`src/rtl/xfer_pkg.sv`:
```
package xfer_pkg;

    typedef enum logic [1:0] {
        S_IDLE   = 2'd0,
        S_LAUNCH = 2'd1,
        S_WAIT   = 2'd2
    } state_e;

    typedef enum logic [2:0] {
        EV_ACK   = 3'd0,
        EV_NAK   = 3'd1,
        EV_STALL = 3'd2,
        EV_CRC   = 3'd3,
        EV_DISC  = 3'd4,
        EV_DATA  = 3'd5
    } ev_e;

    localparam logic [1:0] HS_NONE  = 2'b00;
    localparam logic [1:0] HS_ACK   = 2'b01;
    localparam logic [1:0] HS_NAK   = 2'b10;
    localparam logic [1:0] HS_STALL = 2'b11;

    typedef struct packed {
        logic [1:0] hs;
        logic       crc;
        logic       disc;
        logic       tog_err;
        logic       timeout;
    } status_t;

    function automatic logic is_xfer_token(input logic [2:0] code);
        return (code == 3'b001) || (code == 3'b010) || (code == 3'b011);
    endfunction

endpackage

```
`src/rtl/xfer_retry_timer.sv`:
```
module xfer_retry_timer #(
    parameter int TIMER_W = 16
) (
    input  logic               clk,
    input  logic               rst_n,
    input  logic               load,
    input  logic [TIMER_W-1:0] load_val,
    input  logic               run,
    input  logic               tick,
    output logic               expired
);

    logic [TIMER_W-1:0] cnt_d, cnt_q;

    always_comb begin
        cnt_d = cnt_q;
        if (load) begin
            cnt_d = load_val;
        end else if (run && tick && (cnt_q != '0)) begin
            cnt_d = cnt_q - 1'b1;
        end
    end

    always_ff @(posedge clk or negedge rst_n) begin
        if (!rst_n) cnt_q <= '0;
        else        cnt_q <= cnt_d;
    end

    assign expired = (cnt_q == '0);

    // budget drops by exactly one per tick while running
    p_budget_step_r9: assert property (@(posedge clk) disable iff (!rst_n)
        (run && tick && !load && (cnt_q != '0)) |=> (cnt_q == $past(cnt_q) - 1'b1));

    // an exhausted budget stays at zero until reloaded
    p_budget_floor_r9: assert property (@(posedge clk) disable iff (!rst_n)
        (expired && !load) |=> expired);

endmodule

```
`src/rtl/xfer_toggle_check.sv`:
```
module xfer_toggle_check (
    input  logic expected,
    input  logic rx_toggle,
    output logic match,
    output logic next_on_match
);

    assign match         = (expected == rx_toggle);
    assign next_on_match = ~expected;

endmodule

```
`src/rtl/xfer_cmp_irq.sv`:
```
module xfer_cmp_irq (
    input  logic clk,
    input  logic rst_n,
    input  logic set,
    input  logic clr,
    input  logic en,
    output logic flag,
    output logic irq
);

    logic flag_d, flag_q;

    always_comb begin
        flag_d = flag_q;
        if (clr) flag_d = 1'b0;
        if (set) flag_d = 1'b1;
    end

    always_ff @(posedge clk or negedge rst_n) begin
        if (!rst_n) flag_q <= 1'b0;
        else        flag_q <= flag_d;
    end

    assign flag = flag_q;
    assign irq  = flag_q & en;

    // the interrupt never fires without a pending flag
    p_irq_needs_flag_r11: assert property (@(posedge clk) disable iff (!rst_n)
        irq |-> flag);

    // a clear with no set leaves the flag low
    p_clear_wins_r11: assert property (@(posedge clk) disable iff (!rst_n)
        (clr && !set) |=> !flag);

endmodule

```
`src/rtl/usb_xfer_retry_ctrl.sv`:
```
module usb_xfer_retry_ctrl
    import xfer_pkg::*;
#(
    parameter int TIMER_W = 16
) (
    input  logic               clk,
    input  logic               rst_n,
    input  logic               cmd_valid,
    input  logic [2:0]         cmd_token,
    input  logic               cmd_dir,
    input  logic               cmd_toggle,
    input  logic               cmd_retry_en,
    input  logic [TIMER_W-1:0] cmd_timer,
    input  logic               irq_en,
    input  logic               irq_clr,
    input  logic               bit_tick,
    input  logic               ev_valid,
    input  logic [2:0]         ev_code,
    input  logic               ev_rx_toggle,
    output logic               tok_launch,
    output logic [2:0]         tok_code,
    output logic               buf_sel,
    output logic               tx_toggle,
    output logic               data_accept,
    output logic               data_discard,
    output logic               ack_send,
    output logic [1:0]         st_hs,
    output logic               st_crc,
    output logic               st_disc,
    output logic               st_tog_err,
    output logic               st_timeout,
    output logic               cmp_flag,
    output logic               irq
);

    typedef struct packed {
        state_e     st;
        logic [2:0] code;
        logic       dir;
        logic       tog;
        logic       ren;
        status_t    stat;
        logic       acc;
        logic       dis;
        logic       ack;
    } ctl_t;

    ctl_t ctl_d, ctl_q;
    logic start, done, budget_gone, tog_match, tog_next;
    ev_e  ev;

    assign ev = ev_e'(ev_code);

    xfer_retry_timer #(.TIMER_W(TIMER_W)) u_timer (
        .clk      (clk),
        .rst_n    (rst_n),
        .load     (start),
        .load_val (cmd_timer),
        .run      (ctl_q.st != S_IDLE),
        .tick     (bit_tick),
        .expired  (budget_gone)
    );

    xfer_toggle_check u_tog (
        .expected      (ctl_q.tog),
        .rx_toggle     (ev_rx_toggle),
        .match         (tog_match),
        .next_on_match (tog_next)
    );

    xfer_cmp_irq u_irq (
        .clk   (clk),
        .rst_n (rst_n),
        .set   (done && is_xfer_token(ctl_q.code)),
        .clr   (irq_clr),
        .en    (irq_en),
        .flag  (cmp_flag),
        .irq   (irq)
    );

    always_comb begin
        ctl_d     = ctl_q;
        ctl_d.acc = 1'b0;
        ctl_d.dis = 1'b0;
        ctl_d.ack = 1'b0;
        start     = 1'b0;
        done      = 1'b0;
        case (ctl_q.st)
            S_IDLE: begin
                if (cmd_valid && (cmd_token != 3'b000)) begin
                    start      = 1'b1;
                    ctl_d.st   = S_LAUNCH;
                    ctl_d.code = cmd_token;
                    ctl_d.dir  = cmd_dir;
                    ctl_d.tog  = cmd_toggle;
                    ctl_d.ren  = cmd_retry_en;
                    ctl_d.stat = '0;
                end
            end
            S_LAUNCH: begin
                ctl_d.st = S_WAIT;
            end
            S_WAIT: begin
                if (ev_valid) begin
                    case (ev)
                        EV_ACK: begin
                            ctl_d.stat.hs = HS_ACK;
                            ctl_d.tog     = ~ctl_q.tog;
                            done          = 1'b1;
                        end
                        EV_DATA: begin
                            ctl_d.ack = 1'b1;
                            if (tog_match) begin
                                ctl_d.acc = 1'b1;
                                ctl_d.tog = tog_next;
                            end else begin
                                ctl_d.dis          = 1'b1;
                                ctl_d.stat.tog_err = 1'b1;
                            end
                            done = 1'b1;
                        end
                        EV_NAK, EV_CRC: begin
                            if (ev == EV_NAK) ctl_d.stat.hs  = HS_NAK;
                            else              ctl_d.stat.crc = 1'b1;
                            if (ctl_q.ren && !budget_gone) begin
                                ctl_d.st = S_LAUNCH;
                            end else begin
                                ctl_d.stat.timeout = ctl_q.ren;
                                done               = 1'b1;
                            end
                        end
                        EV_STALL: begin
                            ctl_d.stat.hs = HS_STALL;
                            done          = 1'b1;
                        end
                        EV_DISC: begin
                            ctl_d.stat.disc = 1'b1;
                            done            = 1'b1;
                        end
                        default: ;
                    endcase
                end
            end
            default: ctl_d.st = S_IDLE;
        endcase
        if (done) begin
            ctl_d.st   = S_IDLE;
            ctl_d.code = 3'b000;
        end
    end

    always_ff @(posedge clk or negedge rst_n) begin
        if (!rst_n) begin
            ctl_q <= '{st: S_IDLE, default: '0};
        end else begin
            ctl_q <= ctl_d;
        end
    end

    assign tok_launch   = (ctl_q.st == S_LAUNCH);
    assign tok_code     = ctl_q.code;
    assign buf_sel      = ctl_q.dir;
    assign tx_toggle    = ctl_q.tog;
    assign data_accept  = ctl_q.acc;
    assign data_discard = ctl_q.dis;
    assign ack_send     = ctl_q.ack;
    assign st_hs        = ctl_q.stat.hs;
    assign st_crc       = ctl_q.stat.crc;
    assign st_disc      = ctl_q.stat.disc;
    assign st_tog_err   = ctl_q.stat.tog_err;
    assign st_timeout   = ctl_q.stat.timeout;

    // a launch request lasts one cycle
    p_launch_single_r2: assert property (@(posedge clk) disable iff (!rst_n)
        tok_launch |=> !tok_launch);

    // no token is shown while idle
    p_idle_code_r1: assert property (@(posedge clk) disable iff (!rst_n)
        (ctl_q.st == S_IDLE) |-> (tok_code == 3'b000));

    // STALL and disconnect never lead to a relaunch
    p_no_retry_fatal_r8: assert property (@(posedge clk) disable iff (!rst_n)
        ((ctl_q.st == S_WAIT) && ev_valid && ((ev_code == 3'd2) || (ev_code == 3'd4)))
        |=> (!tok_launch && (tok_code == 3'b000)));

    // with retry disabled a NAK ends the transaction
    p_nak_no_retry_r10: assert property (@(posedge clk) disable iff (!rst_n)
        ((ctl_q.st == S_WAIT) && ev_valid && (ev_code == 3'd1) && !ctl_q.ren)
        |=> (tok_code == 3'b000));

    // data is never both kept and dropped
    p_accept_xor_discard_r5: assert property (@(posedge clk) disable iff (!rst_n)
        !(data_accept && data_discard));

    // an accept always comes with an ACK request
    p_accept_acks_r4: assert property (@(posedge clk) disable iff (!rst_n)
        data_accept |-> ack_send);

endmodule

```
`config.mk`:
```
export PLATFORM = sky130hd
export DESIGN_NAME = usb_xfer_retry_ctrl
export DESIGN_NICKNAME = d
export VERILOG_FILES = /design/src/rtl/xfer_pkg.sv /design/src/rtl/xfer_retry_timer.sv /design/src/rtl/xfer_toggle_check.sv /design/src/rtl/xfer_cmp_irq.sv /design/src/rtl/usb_xfer_retry_ctrl.sv
export SDC_FILE = /design/constraint.sdc
export NUM_CORES = 1
export LEC_CHECK = 0
export BUFFER_PORTS_ARGS = -buffer_cell sky130_fd_sc_hd__buf_2
export CELL_PAD_IN_SITES_DETAIL_PLACEMENT = 0
export CELL_PAD_IN_SITES_GLOBAL_PLACEMENT = 1
export CORE_MARGIN = 1.5
export CORE_UTILIZATION = 43
export DETAILED_ROUTE_END_ITERATION = 16
export GPL_ROUTABILITY_DRIVEN = 1
export HOLD_SLACK_MARGIN = 0.15
export PLACE_DENSITY = 0.82
export SYNTH_ARGS = -nofsm -noshare
export SYNTH_HDL_FRONTEND = slang
export SYNTH_HIERARCHICAL = 1
export SYNTH_SLANG_ARGS = --single-unit
export TNS_END_PERCENT = 50
```
`constraint.sdc`:
```
create_clock -name clk -period 6.65 [get_ports clk]
set_input_delay 0 -clock clk [delete_from_list [all_inputs] [get_ports clk]]
set_output_delay 0 -clock clk [all_outputs]
set_load 0.05 [all_outputs]
```
==> results.sh <==
export IMPL_status="completed"
export IMPL_power_sequential_fraction_pct=35.7
export IMPL_reg2reg_depth=7
export IMPL_clock_tree_root_cell="clkbuf_8"
export IMPL_clock_tree_buffer_depth=2
export IMPL_hold_slack_ns=0.178
export IMPL_post_cts_resized=0
export IMPL_report_final_hold_viol_count=0
export IMPL_critical_path_required_ns=6.82
export IMPL_die_extent_in_x_microns=71.8
export IMPL_rrSetupSlack_ns=3.63
export IMPL_combinationalPowerShare_pct=41.7
export IMPL_synth_seq_area_share_pct=41.8
export IMPL_post_cts_setup_buffer_count=0
export IMPL_power_per_cell_area_nw_per_um2=389
export IMPL_min_delay_path_class="input port to register"
export IMPL_final_setup_skew_ns=0.00595
export IMPL_cts_tree="built"
export IMPL_timing_final_setup_violations=0
export IMPL_layout_cells_most_common_list="49 x buf_2, 36 x dlygate4sd3_1, 34 x dfrtp_1"
export IMPL_unrepaired_setup_endpoints_after_global_routing="no"
export IMPL_placementRows=24
export IMPL_syn_area_per_cell_sq_um=9.47
export IMPL_worstSetupStartpointType="register"
export IMPL_total_leakage_power_nw=1.20
export IMPL_clock_insertion_delay_worst_skew_ns=0.29
export IMPL_finish_net_count=324
export IMPL_h_tree_depth=2
export IMPL_hold_path_depth=4
export IMPL_p_int_mw=0.615
export IMPL_post_route_period_util_pct=45.5
export IMPL_viasPerCell=5.46
export IMPL_yosys_warnings=6
export IMPL_remaining_drc_errors=0
export IMPL_antennaDiodeCount=0
export IMPL_drv_max_cap_violation_count=0
export IMPL_drt_first_iter_violations=135
export IMPL_critPathKind="register to register"
export IMPL_antenna_violations_before_repair=0
export IMPL_swShare_pct=41.6
export IMPL_timing_max_transition_violations_final=0
export IMPL_gpl_final_weighted_congestion=0.766
export IMPL_synth_edff_count=0
export IMPL_cp_data_arrival_time_ns=3.20
export IMPL_initial_utilization_pct=45.8
export IMPL_clock_power_share_pct=22.6
export IMPL_synth_top_flop_cell="dfrtp_1"
export IMPL_fraction_of_final_layout_cells_sized_beyond_drive_strength_1_pct=26.8
export IMPL_flow_area_growth_from_synthesis_pct=32.8
export IMPL_floorplan_die_area_sq_um=5160
export IMPL_synthesis_instances=215
export IMPL_detailedRoute_firstPassIterationCount=6
export IMPL_yosys_cell_types_count=63
export IMPL_switchingPower_mw=0.437
export IMPL_placeableCoreArea_sq_um=4440
export IMPL_first_global_vias=1853
export IMPL_place_detailed_hpwl_microns=3130
export IMPL_max_freq_ghz=0.331
export IMPL_most_frequent_standard_cell_in_the_layout_excluding_fill_and_tap_cells="buf_2"
export IMPL_tmin_final_ns=3.02
export IMPL_tritoncts_num_buffers=5
export IMPL_wirelength_microns=4970
export IMPL_mappedNetlistNets=249
export IMPL_clk_pin_slew_worst_paths_ns=0.07
export IMPL_global_route_wire_length_before_repair_microns=8270
export IMPL_die_y_microns=71.8
export IMPL_buffer_ports_inserted=49
export IMPL_asyncSetResetFlopFracSynth_pct=100
export IMPL_maximum_number_of_pins_on_one_net_before_global_route_repair=35
export IMPL_endpoint_kind="register"
export IMPL_cts_hold_repair_buffers=36
export IMPL_globalRouteTotalUtil_pct=20.4
export IMPL_drtAntennaViolNets=0
export IMPL_cts_num_sinks=34
export IMPL_worst_margin_slew_ns=0.881
export IMPL_max_vdd_ir_drop_mv=0.193
export IMPL_ys_seq_elements=34
export IMPL_synth_cell_area_sq_um=2040
export IMPL_post_drt_wl_per_cell_microns=14.5
export IMPL_cp_max_fo=22
export IMPL_fin_tns_setup_ns=0
export IMPL_ioPinCount=50
export IMPL_slew_limit_headroom_pct=40.8
export IMPL_globalRouteOverflowTotal=0
export IMPL_vias=1872
[final cells by class]
type,count,area (sq um)
clock buffer,6,82.6
clock inverter,2,60.1
fill,393,1740
inverter,11,43.8
multi-input combinational,153,996
sequential,34,851
tap,52,65.1
timing repair buffer,85,606
[per-stage QoR]
step / total power [mW] / setup WS (ns) / area, sq um / cells / utilization, %
CTS: 1.06 / 3.64 / 2700 / 343 / 60.8
finish: 1.05 / 3.63 / 2700 / 343 / 60.8
global placement: 0.784 / 4.01 / 2200 / 299 / 49.5
floorplan: 0.715 / 4.14 / 2040 / 215 / -
detailed placement: 0.789 / 3.95 / 2200 / 299 / 49.5
global route: 1.13 / 3.51 / 2700 / 343 / 60.8
[critical path: stages, from the launching register on]
cell	delay (ns)
dfrtp_1	0.42
or4_1	0.68
or4_4	0.60
inv_2	0.28
nand3b_1	0.21
o22a_1	0.13
dlygate4sd3_1	0.55
nor2_1	0.04
[registers in the layout, indices dropped and copies added, names as in the netlist, 2 cells and up]
signal and count:
tok_code 3, st_hs 2, u_timer/cnt_q 16, ctl_q 3
[final timing paths]
check	start	to
setup / recovery	u_timer/cnt_q[7]	ctl_q[15]
hold / removal	bit_tick	u_timer/cnt_q[3]
setup reg to reg	u_timer/cnt_q[7]	ctl_q[15]
min in group asynchronous	rst_n	u_timer/cnt_q[14]
max in group asynchronous	rst_n	u_timer/cnt_q[2]
hold reg to reg	st_crc	st_crc
[power by group through the flow]
stage               clock (mW)  combinational (mW)  sequential (mW)
global route             0.254               0.481            0.390
CTS                      0.244               0.441            0.373
global placement             0               0.408            0.376
finish                   0.238               0.439            0.375
detailed placement           0               0.414            0.375
floorplan                    0               0.315            0.400
[layer usage]
metal / global-route usage (%) / vias up / routed length (microns)
met2: 34.4 / 45 / 2360
met5: 0 / - / 0
met1: 25.6 / 875 / 2340
li1: - / 944 / -
met3: 5.77 / 8 / 193
met4: 5.87 / 0 / 76
[kinds of logic (layout without fill, tap and decap cells)]
logic type      count (synthesis)  after routing  synth area share, %
xor+xnor                        1              1                0.430
buf+inv                        28            104                 9.28
simple gates                   97             97                 28.3
compound gates                 52             52                 18.5
fa+ha+maj                       1              1                0.615
mux                             2              2                 1.04
flops                          34             34                 41.8
[cells in the mapped netlist, drive strengths merged, types with 2 or more instances]
cell type / n / area share [%]
clkbuf: 2 / 0.37
o31ai: 10 / 3.7
nor2: 20 / 4.1
buf: 13 / 5.8
inv: 11 / 2.2
o211ai: 2 / 0.74
o22ai: 2 / 0.92
a31oi: 12 / 3.7
nand2: 20 / 3.7
or4: 18 / 7.1
nand3b: 2 / 0.74
dfrtp: 34 / 42
and3b: 2 / 0.86
or2: 3 / 0.92
nor4: 4 / 1.2
nor3: 5 / 1.2
and2: 3 / 0.92
a22o: 3 / 1.3
a21oi: 4 / 0.98
or3: 5 / 2.0
o21ai: 7 / 1.9
a21o: 2 / 0.80
o311ai: 2 / 0.86
nand3: 5 / 1.8
nand2b: 3 / 0.92
Power figures use the tool's default switching activity.
